<file path="src/rtl/ptmr_trig_pkg.sv">
package ptmr_trig_pkg;
  localparam int REG_W      = 8;
  localparam int SEL_W      = 2;
  localparam int B_STOP_EN  = 7;
  localparam int B_START_EN = 6;
  localparam int B_IRQ_EN   = 5;
  localparam int B_FLAG     = 4;
  localparam int B_SEL_HI   = 3;
  localparam int B_SEL_LO   = 2;
  localparam int B_OUT_EN   = 1;
  localparam int B_OUT_POL  = 0;

  typedef struct packed {
    logic startRun;
    logic stopRun;
    logic flagSet;
    logic flagClr;
    logic cfgWr;
  } strobe_t;
endpackage

</file>
<file path="src/rtl/ptmr_trig_ctrl.sv">
module ptmr_trig_ctrl
  import ptmr_trig_pkg::*;
#(
  parameter int SYNC_STAGES = 2
) (
  input  logic    clk,
  input  logic    rstN,
  input  logic    trigIn,
  input  logic    timerEvt,
  input  logic    wrEn,
  input  logic    wrFlagBit,
  input  logic    startEn,
  input  logic    stopEn,
  output strobe_t strb
);
  localparam int LAST = SYNC_STAGES - 1;

  logic [LAST:0] syncQ;
  logic          prevQ;
  logic          risePulse;
  logic          fallPulse;

  generate
    if (SYNC_STAGES == 1) begin : g_sync1
      always_ff @(posedge clk) begin
        if (!rstN) syncQ <= '0;
        else       syncQ <= trigIn;
      end
    end else begin : g_syncN
      always_ff @(posedge clk) begin
        if (!rstN) syncQ <= '0;
        else       syncQ <= {syncQ[LAST-1:0], trigIn};
      end
    end
  endgenerate

  always_ff @(posedge clk) begin
    if (!rstN) prevQ <= 1'b0;
    else       prevQ <= syncQ[LAST];
  end

  assign risePulse = syncQ[LAST] & ~prevQ;
  assign fallPulse = ~syncQ[LAST] & prevQ;

  always_comb begin
    strb.startRun = risePulse & startEn;
    strb.stopRun  = fallPulse & stopEn;
    strb.flagSet  = timerEvt;
    strb.flagClr  = wrEn & ~wrFlagBit;
    strb.cfgWr    = wrEn;
  end

  // an edge pulse lasts a single cycle
  p_rise_single_r2: assert property (@(posedge clk) disable iff (!rstN)
    risePulse |=> !risePulse);
  // a falling pulse lasts a single cycle
  p_fall_single_r3: assert property (@(posedge clk) disable iff (!rstN)
    fallPulse |=> !fallPulse);
endmodule

</file>
<file path="src/rtl/ptmr_trig_dp.sv">
module ptmr_trig_dp
  import ptmr_trig_pkg::*;
(
  input  logic             clk,
  input  logic             rstN,
  input  strobe_t          strb,
  input  logic [REG_W-2:0] cfgData,
  input  logic             rmwRead,
  output logic [REG_W-1:0] rdData,
  output logic             startEn,
  output logic             stopEn,
  output logic             runOut,
  output logic             irqOut,
  output logic [SEL_W-1:0] srcSel,
  output logic             outEn,
  output logic             outPol
);
  // cfgData is the write byte with the flag bit removed
  localparam int C_STOP_EN  = B_STOP_EN - 1;
  localparam int C_START_EN = B_START_EN - 1;
  localparam int C_IRQ_EN   = B_IRQ_EN - 1;

  logic             stopEnQ, startEnQ, irqEnQ, flagQ, outEnQ, outPolQ;
  logic [SEL_W-1:0] srcSelQ;
  logic             runQ, irqQ;

  always_ff @(posedge clk) begin
    if (!rstN) begin
      stopEnQ  <= 1'b0;
      startEnQ <= 1'b0;
      irqEnQ   <= 1'b0;
      srcSelQ  <= '0;
      outEnQ   <= 1'b0;
      outPolQ  <= 1'b0;
    end else if (strb.cfgWr) begin
      stopEnQ  <= cfgData[C_STOP_EN];
      startEnQ <= cfgData[C_START_EN];
      irqEnQ   <= cfgData[C_IRQ_EN];
      srcSelQ  <= cfgData[B_SEL_HI:B_SEL_LO];
      outEnQ   <= cfgData[B_OUT_EN];
      outPolQ  <= cfgData[B_OUT_POL];
    end
  end

  // the set wins over the clear, so no event is lost
  always_ff @(posedge clk) begin
    if (!rstN)              flagQ <= 1'b0;
    else if (strb.flagSet)  flagQ <= 1'b1;
    else if (strb.flagClr)  flagQ <= 1'b0;
  end

  // the stop wins over the start
  always_ff @(posedge clk) begin
    if (!rstN)              runQ <= 1'b0;
    else if (strb.stopRun)  runQ <= 1'b0;
    else if (strb.startRun) runQ <= 1'b1;
  end

  always_ff @(posedge clk) begin
    if (!rstN) irqQ <= 1'b0;
    else       irqQ <= flagQ & irqEnQ;
  end

  always_comb begin
    rdData                       = '0;
    rdData[B_STOP_EN]            = stopEnQ;
    rdData[B_START_EN]           = startEnQ;
    rdData[B_IRQ_EN]             = irqEnQ;
    rdData[B_FLAG]               = flagQ | rmwRead;
    rdData[B_SEL_HI:B_SEL_LO]    = srcSelQ;
    rdData[B_OUT_EN]             = outEnQ;
    rdData[B_OUT_POL]            = outPolQ;
  end

  assign startEn = startEnQ;
  assign stopEn  = stopEnQ;
  assign runOut  = runQ;
  assign irqOut  = irqQ;
  assign srcSel  = srcSelQ;
  assign outEn   = outEnQ;
  assign outPol  = outPolQ;

  p_start_sets_run_r2: assert property (@(posedge clk) disable iff (!rstN)
    (strb.startRun && !strb.stopRun) |=> runQ);
  p_stop_clears_run_r3: assert property (@(posedge clk) disable iff (!rstN)
    strb.stopRun |=> !runQ);
  p_event_sets_flag_r4: assert property (@(posedge clk) disable iff (!rstN)
    strb.flagSet |=> flagQ);
  p_clear_flag_r5: assert property (@(posedge clk) disable iff (!rstN)
    (strb.flagClr && !strb.flagSet) |=> !flagQ);
  p_flag_holds_r5: assert property (@(posedge clk) disable iff (!rstN)
    (!strb.flagSet && !strb.flagClr) |=> $stable(flagQ));
  p_irq_follows_r7: assert property (@(posedge clk) disable iff (!rstN)
    (flagQ && irqEnQ) |=> irqQ);
  p_irq_gated_r7: assert property (@(posedge clk) disable iff (!rstN)
    !irqEnQ |=> !irqQ);
  p_set_wins_r8: assert property (@(posedge clk) disable iff (!rstN)
    (strb.flagSet && strb.flagClr) |=> flagQ);
endmodule

</file>
<file path="src/rtl/ptmr_trig_ctl.sv">
module ptmr_trig_ctl
  import ptmr_trig_pkg::*;
#(
  parameter int SYNC_STAGES = 2
) (
  input  logic        clk,
  input  logic        rstN,
  input  logic        wrEn,
  input  logic [7:0]  wrData,
  input  logic        rmwRead,
  output logic [7:0]  rdData,
  input  logic        trigIn,
  input  logic        timerEvt,
  output logic        runOut,
  output logic        irqOut,
  output logic [1:0]  srcSel,
  output logic        outEn,
  output logic        outPol
);
  strobe_t          strb;
  logic             startEn, stopEn;
  logic [REG_W-2:0] cfgData;

  assign cfgData = {wrData[REG_W-1:B_FLAG+1], wrData[B_FLAG-1:0]};

  ptmr_trig_ctrl #(.SYNC_STAGES(SYNC_STAGES)) i_ctrl (
    .clk       (clk),
    .rstN      (rstN),
    .trigIn    (trigIn),
    .timerEvt  (timerEvt),
    .wrEn      (wrEn),
    .wrFlagBit (wrData[B_FLAG]),
    .startEn   (startEn),
    .stopEn    (stopEn),
    .strb      (strb)
  );

  ptmr_trig_dp i_dp (
    .clk     (clk),
    .rstN    (rstN),
    .strb    (strb),
    .cfgData (cfgData),
    .rmwRead (rmwRead),
    .rdData  (rdData),
    .startEn (startEn),
    .stopEn  (stopEn),
    .runOut  (runOut),
    .irqOut  (irqOut),
    .srcSel  (srcSel),
    .outEn   (outEn),
    .outPol  (outPol)
  );
endmodule

</file>
<file path="config.mk">
export PLATFORM = sky130hd
export DESIGN_NAME = ptmr_trig_ctl
export DESIGN_NICKNAME = d
export VERILOG_FILES = /design/src/rtl/ptmr_trig_pkg.sv /design/src/rtl/ptmr_trig_ctrl.sv /design/src/rtl/ptmr_trig_dp.sv /design/src/rtl/ptmr_trig_ctl.sv
export SDC_FILE = /design/constraint.sdc
export NUM_CORES = 1
export LEC_CHECK = 0
export BUFFER_PORTS_ARGS = -buffer_cell sky130_fd_sc_hd__buf_2
export CAP_MARGIN = 20
export CORE_MARGIN = 5
export CORE_UTILIZATION = 41
export DETAILED_ROUTE_END_ITERATION = 7
export GPL_TIMING_DRIVEN = 0
export PLACE_DENSITY = 0.82
export SLEW_MARGIN = 0
export SYNTH_ARGS = -nofsm -noshare
export SYNTH_HDL_FRONTEND = slang
export SYNTH_HIERARCHICAL = 1
export SYNTH_SLANG_ARGS = --single-unit
</file>
<file path="constraint.sdc">
create_clock -name clk -period 0.94 [get_ports clk]
set_input_delay 0.047 -clock clk [delete_from_list [all_inputs] [get_ports clk]]
set_output_delay 0.047 -clock clk [all_outputs]
set_load 0.03 [all_outputs]
</file>
==> impl_metrics.ini, run 1 <==
[setup_path]
path_class = flop to output port
arrival_ns = 0.95
crit_path_start_kind = flop
r2r_end = i_dp/runOut
required_ns = 0.89
cp_slowest_stage_delay_ns = 0.33
crit_fanout = 3
r2r_slack_ns = 0.13
worstRegToRegCells = 3
cpMaxStageDelayCell = dfxtp_2
end_kind = output port
path_cells = or2_4 > buf_6
r2r-start = i_ctrl/prevQ

[clock_network]
tritoncts = yes
numCtsBuffers = 3
cts.reportedPaths.clkPinSlew_ns = 0.08
htree_levels = 1
cts_root_buf = clkbuf_4
clock_latency_ns = 0.27
cts_setup_buffers = 0
cts_max_path_buffers = 2
numClockSinks = 13

[final_layout]
instances_no_fill = 94
syn_to_final_growth_pct = 45.7
fillCellCount = 111
drive_above_1_share_pct = 60.8
nets = 94
postLayoutCellArea_sq_um = 778
n_antenna_cell = 0

[yosys]
yosys_warnings = 6
synth_fp_nets = 63
synth_cell_types = 13
synth-seq-cells = 13
syn-cell-area_sq_um = 534
ys_seq_area_share_pct = 48.7
postSynthAreaPerCell_sq_um = 10.9
synth_cells = 49

[drt]
via_per_inst = 4.33
drt_iter0_drc = 2
drc_errors = 0
routedWlPerCell_microns = 10.5
ant_nets = 0
wl_microns = 987
vias = 407
firstDrtPassIters = 4

[timing]
skew_ns = 0.00156
finalWorstSetupSlack_ns = -0.0615
worst_pin_slew_ns = 0.138
max_slew_margin_pct = 90.5
rsz0062_at_grt = yes
finalCriticalPeriod_ns = 1.00
fin_crit_sh_pct = 107
setup_viol = 1
fmax_mhz = 999
drv_slew = 0
finalHoldViolCount = 0

[outcome]
violations = negative setup slack
status = finished, violations left

[grt]
grt_pass1_wl_microns = 1490
track_usage_pct = 10.1
grt_overflow = 0
grt_antenna_before_repair = 0
grt_pass1_vias = 379
grt_max_degree = 14

[run]
maxCapViolations = 0

[floorplan]
rows = 13
die-area_sq_mm = 0.00213
core_area_sq_mm = 0.00127
die_x_microns = 46.1
num_io_pins = 28
die_y_microns = 46.1
initial_core_util_pct = 42.1

[worst_hold_path]
hp-class = input pin to flop
min_to = i_dp/startEn
min-delay-start = wrData[6]
holdPathStages = 3

[pwr]
max-vdd-ir-drop_mv = 0.812
p_per_area_mw_per_mm2 = 1510
cellLeakagePower_nw = 0.399

[placement]
dpl_cell_area_sq_um = 683
port_buffers = 26
dp_hpwl_microns = 736
place_congestion = 0.603
dpl.cell_count = 90
how the worst max path moves through the flow:
stage | startpoint | end
floorplan | i_dp/runOut | i_dp/runOut
global placement | i_dp/flagQ | rdData[4]
detailed placement | i_dp/startEn | i_dp/runOut
CTS | i_dp/flagQ | rdData[4]
global route | i_dp/flagQ | rdData[4]
finish | i_dp/flagQ | rdData[4]
per-stage QoR:
stage	total power, mW	setup TNS [ns]	util, %	setup slack, ns	hold slack, ns
2_1_floorplan	0.754	0	-	0.150	0.165
3_3_place_gp	0.817	0	53.8	0.142	0.246
3_5_place_dp	0.822	0	53.8	0.134	0.252
4_1_cts	1.19	-0.0719	59.8	-0.0719	0.0289
5_1_grt	1.25	-0.103	61.3	-0.103	0.0275
6_report	1.18	-0.0615	61.3	-0.0615	0.0374
worst max-delay path, delay by kind of cell, from the launching register on:
family	cells	cell delay [ns]
flip-flops	1	0.33
AND/OR/NAND/NOR	1	0.22
buffers and inverters	1	0.14
where the power goes:
part           switching, mW  internal (mW)  total [mW]
Sequential            0.0169          0.582       0.599
Clock                  0.175          0.157       0.332
Combinational          0.118          0.126       0.244
timing repair:
item / 4_1_cts / 5_1_grt
endpoints found under the setup margin: 8 / 9
pin swaps: 1 / 0
endpoints found under the hold margin: 2 / 0
hold buffers: 2 / 0
resized for setup: 11 / 14
cell usage in the layout (no fill, tap or decap), drive strengths merged, types with 2 or more instances in the layout:
cell,count
dfxtp,13
buf,34
dlygate4sd3,2
and2,3
clkbuf,3
and3b,2
nor2b,9
mux2i,7
kinds of logic (layout without fill, tap and decap cells):
kind of cell	Yosys count	count (layout)	share of synthesized area (%)
AND/OR/NAND/NOR	18	18	22.0
flip-flops	13	13	48.7
buffers and inverters	10	40	14.8
multiplexers	7	7	13.1
AO/OA/AOI/OAI	1	1	1.41
state kept, by name, indices dropped and copies added, names as in the netlist:
| signal | count |
|---|---|
| i_dp/startEn | 1 |
| i_dp/irqEnQ | 1 |
| i_dp/irqOut | 1 |
| i_dp/stopEn | 1 |
| i_dp/outEn | 1 |
| i_ctrl/syncQ | 2 |
| i_dp/outPol | 1 |
| i_dp/runOut | 1 |
| i_ctrl/prevQ | 1 |
| i_dp/srcSel | 2 |
| i_dp/flagQ | 1 |
layout make-up:
class                           count  area (sq um)  area share, %
Timing Repair Buffer               28           200           25.7
Buffer                              8          63.8           8.20
Clock buffer                        3          22.5           2.89
Sequential cell                    13           270           34.7
Multi-Input combinational cell     26           198           25.4
Tap cell                           15          18.8           2.41
Clock inverter                      1          5.00          0.643
synthesized netlist by cell type, drive strengths merged:
master	n	area share (%)
o21a	1	1.4
dfxtp	13	49
and2	3	3.7
nor2	1	0.70
buf	10	15
or2	1	1.2
mux2i	7	13
and3	1	1.2
nor3b	1	1.4
and3b	2	3.3
nor2b	9	11
metal layers:
layer / track usage, % / wire length (microns)
met5: 0 / 0
met4: 6.82 / 0
met3: 3.91 / 135
met2: 16.5 / 466
met1: 10.5 / 385
Power figures use the tool's default switching activity.
==> inputs of run 2 (changes only) <==
--- a/config.mk
+++ b/config.mk
@@ -11,7 +11,9 @@
 export CORE_UTILIZATION = 41
 export DETAILED_ROUTE_END_ITERATION = 7
 export GPL_TIMING_DRIVEN = 0
+export HOLD_SLACK_MARGIN = 0.12
 export PLACE_DENSITY = 0.82
+export SKIP_CTS_REPAIR_TIMING = 1
 export SLEW_MARGIN = 0
 export SYNTH_ARGS = -nofsm -noshare
 export SYNTH_HDL_FRONTEND = slang
==> run 2 against run 1 <==
The flow still finishes with violations (negative setup slack). Sequential share of layout area decreased by 3.5 points. Maximum frequency is 0.71% lower. Final cell count rose by 9.6%. Hold slack improved by 0.087 ns. Utilization up 6.9 points. Clock power barely moved. First-iteration DRC count fell by 50%. Power increased by 2.6%. Critical path depth did not move. Critical endpoint unchanged. Global-route usage fell by 0.80 points. Design area up 11%. Clock-buffer cell count did not move.
==> impl_metrics.ini, run 2 (same netlist as run 1, synthesis figures left out) <==
[timing]
fin_crit_sh_pct = 107
fmax_mhz = 991
skew_ns = 0.00260
worst_pin_slew_ns = 0.145
tns_ns = -0.0686
setup_viol = 1
max_slew_margin_pct = 90.1
drv_slew = 0
fin_hold_ws_ns = 0.124
finalCriticalPeriod_ns = 1.01
finalHoldViolCount = 0
finalWorstSetupSlack_ns = -0.0686
rsz0062_at_grt = yes

[pwr]
cellLeakagePower_nw = 0.438
max-vdd-ir-drop_mv = 0.790
p_per_area_mw_per_mm2 = 1390

[setup_path]
arrival_ns = 0.96
end_kind = output port
cpMaxStageDelayCell = dfxtp_2
required_ns = 0.89
crit_fanout = 3
crit_path_start_kind = flop
path_cells = or2_4 > buf_6
cp_slowest_stage_delay_ns = 0.33
path_class = flop to output port
critPathBufInv = 1
cp_top_family = flip-flops

[placement]
place_congestion = 0.603
dpl_cell_area_sq_um = 683
dpl.cell_count = 90
dp_hpwl_microns = 736
port_buffers = 26

[final_layout]
seqCellArea_sq_um = 270
drive_above_1_share_pct = 55.7
instances_no_fill = 103
multi_input_area_sq_um = 198
syn_to_final_growth_pct = 62.1
fillCellCount = 98
final_util_pct = 68.2
final_cell_mix = buf_2, dlygate4sd3_1, nor2b_1, buf_6
postLayoutCellArea_sq_um = 866
nets = 103
final_common_cell = buf_2
n_antenna_cell = 0

[worst_hold_path]
hp-class = input pin to flop

[drt]
drc_errors = 0
wl_microns = 1100
vias = 436
via_per_inst = 4.23
routedWlPerCell_microns = 10.7
firstDrtPassIters = 2
ant_nets = 0
drt_iter0_drc = 1

[clock_network]
htree_levels = 1
cts.reportedPaths.clkPinSlew_ns = 0.08
tritoncts = yes
numClockSinks = 13
clock_latency_ns = 0.27
cts_root_buf = clkbuf_4
numCtsBuffers = 3
cts_max_path_buffers = 2

[floorplan]
rows = 13
die_y_microns = 46.1
die-area_sq_mm = 0.00213
initial_core_util_pct = 42.1
die_x_microns = 46.1
num_io_pins = 28
core_area_sq_mm = 0.00127

[outcome]
violations = negative setup slack
status = finished, violations left

[grt]
track_usage_pct = 9.27
grt_pass1_vias = 346
grt_antenna_before_repair = 0
grt_pass1_wl_microns = 1350
grt_max_degree = 14
grt_overflow = 0

[run]
maxCapViolations = 0
run 2: cell count changes in the layout (fill, tap and decap cells not counted):
| cell | before | now |
|---|---|---|
| dlygate4sd3_1 | 2 | 10 |
| buf_4 | 7 | 8 |
run 2: worst min-delay path, cell delays in order:
cell	delay, ns
buf_2	0.07
nor2b_1	0.04
nor2b_1	0.10
o21a_1	0.11
run 2: per-stage QoR:
step | setup WS (ns) | power (mW)
global route | -0.106 | 1.29
floorplan | 0.150 | 0.754
detailed placement | 0.134 | 0.822
CTS | -0.169 | 1.16
global placement | 0.142 | 0.817
finish | -0.0686 | 1.21
run 2: path summary, 6_finish.rpt:
kind | slack (ns) | from | depth (start not counted) | endpoint
max | -0.07 | i_dp/flagQ | 2 | rdData[4]
max reg2reg | 0.13 | i_ctrl/prevQ | 3 | i_dp/runOut
min | 0.12 | wrData[4] | 4 | i_dp/flagQ
min reg2reg | 0.44 | i_ctrl/syncQ[0] | 1 | i_ctrl/syncQ[1]
run 2: per-layer routing:
metal	GRT usage, %	part of all wire, %	vias to the layer above
met5	0	0	-
met4	6.82	0	0
met3	3.52	13	0
met2	14.3	50	21
met1	10.2	37	186
li1	-	-	229
run 2: final cells by class:
cell class / count / share of cell area (%)
Buffer: 9 / 8.24
Clock buffer: 3 / 2.60
Clock inverter: 1 / 0.578
Multi-Input combinational cell: 26 / 22.8
Sequential cell: 13 / 31.2
Tap cell: 15 / 2.17
Timing Repair Buffer: 36 / 32.4
run 2: power by group:
part	switching, mW	leakage [nW]	internal, mW
registers	0.0164	0.110	0.582
clock network	0.175	0.0177	0.157
logic	0.124	0.310	0.151
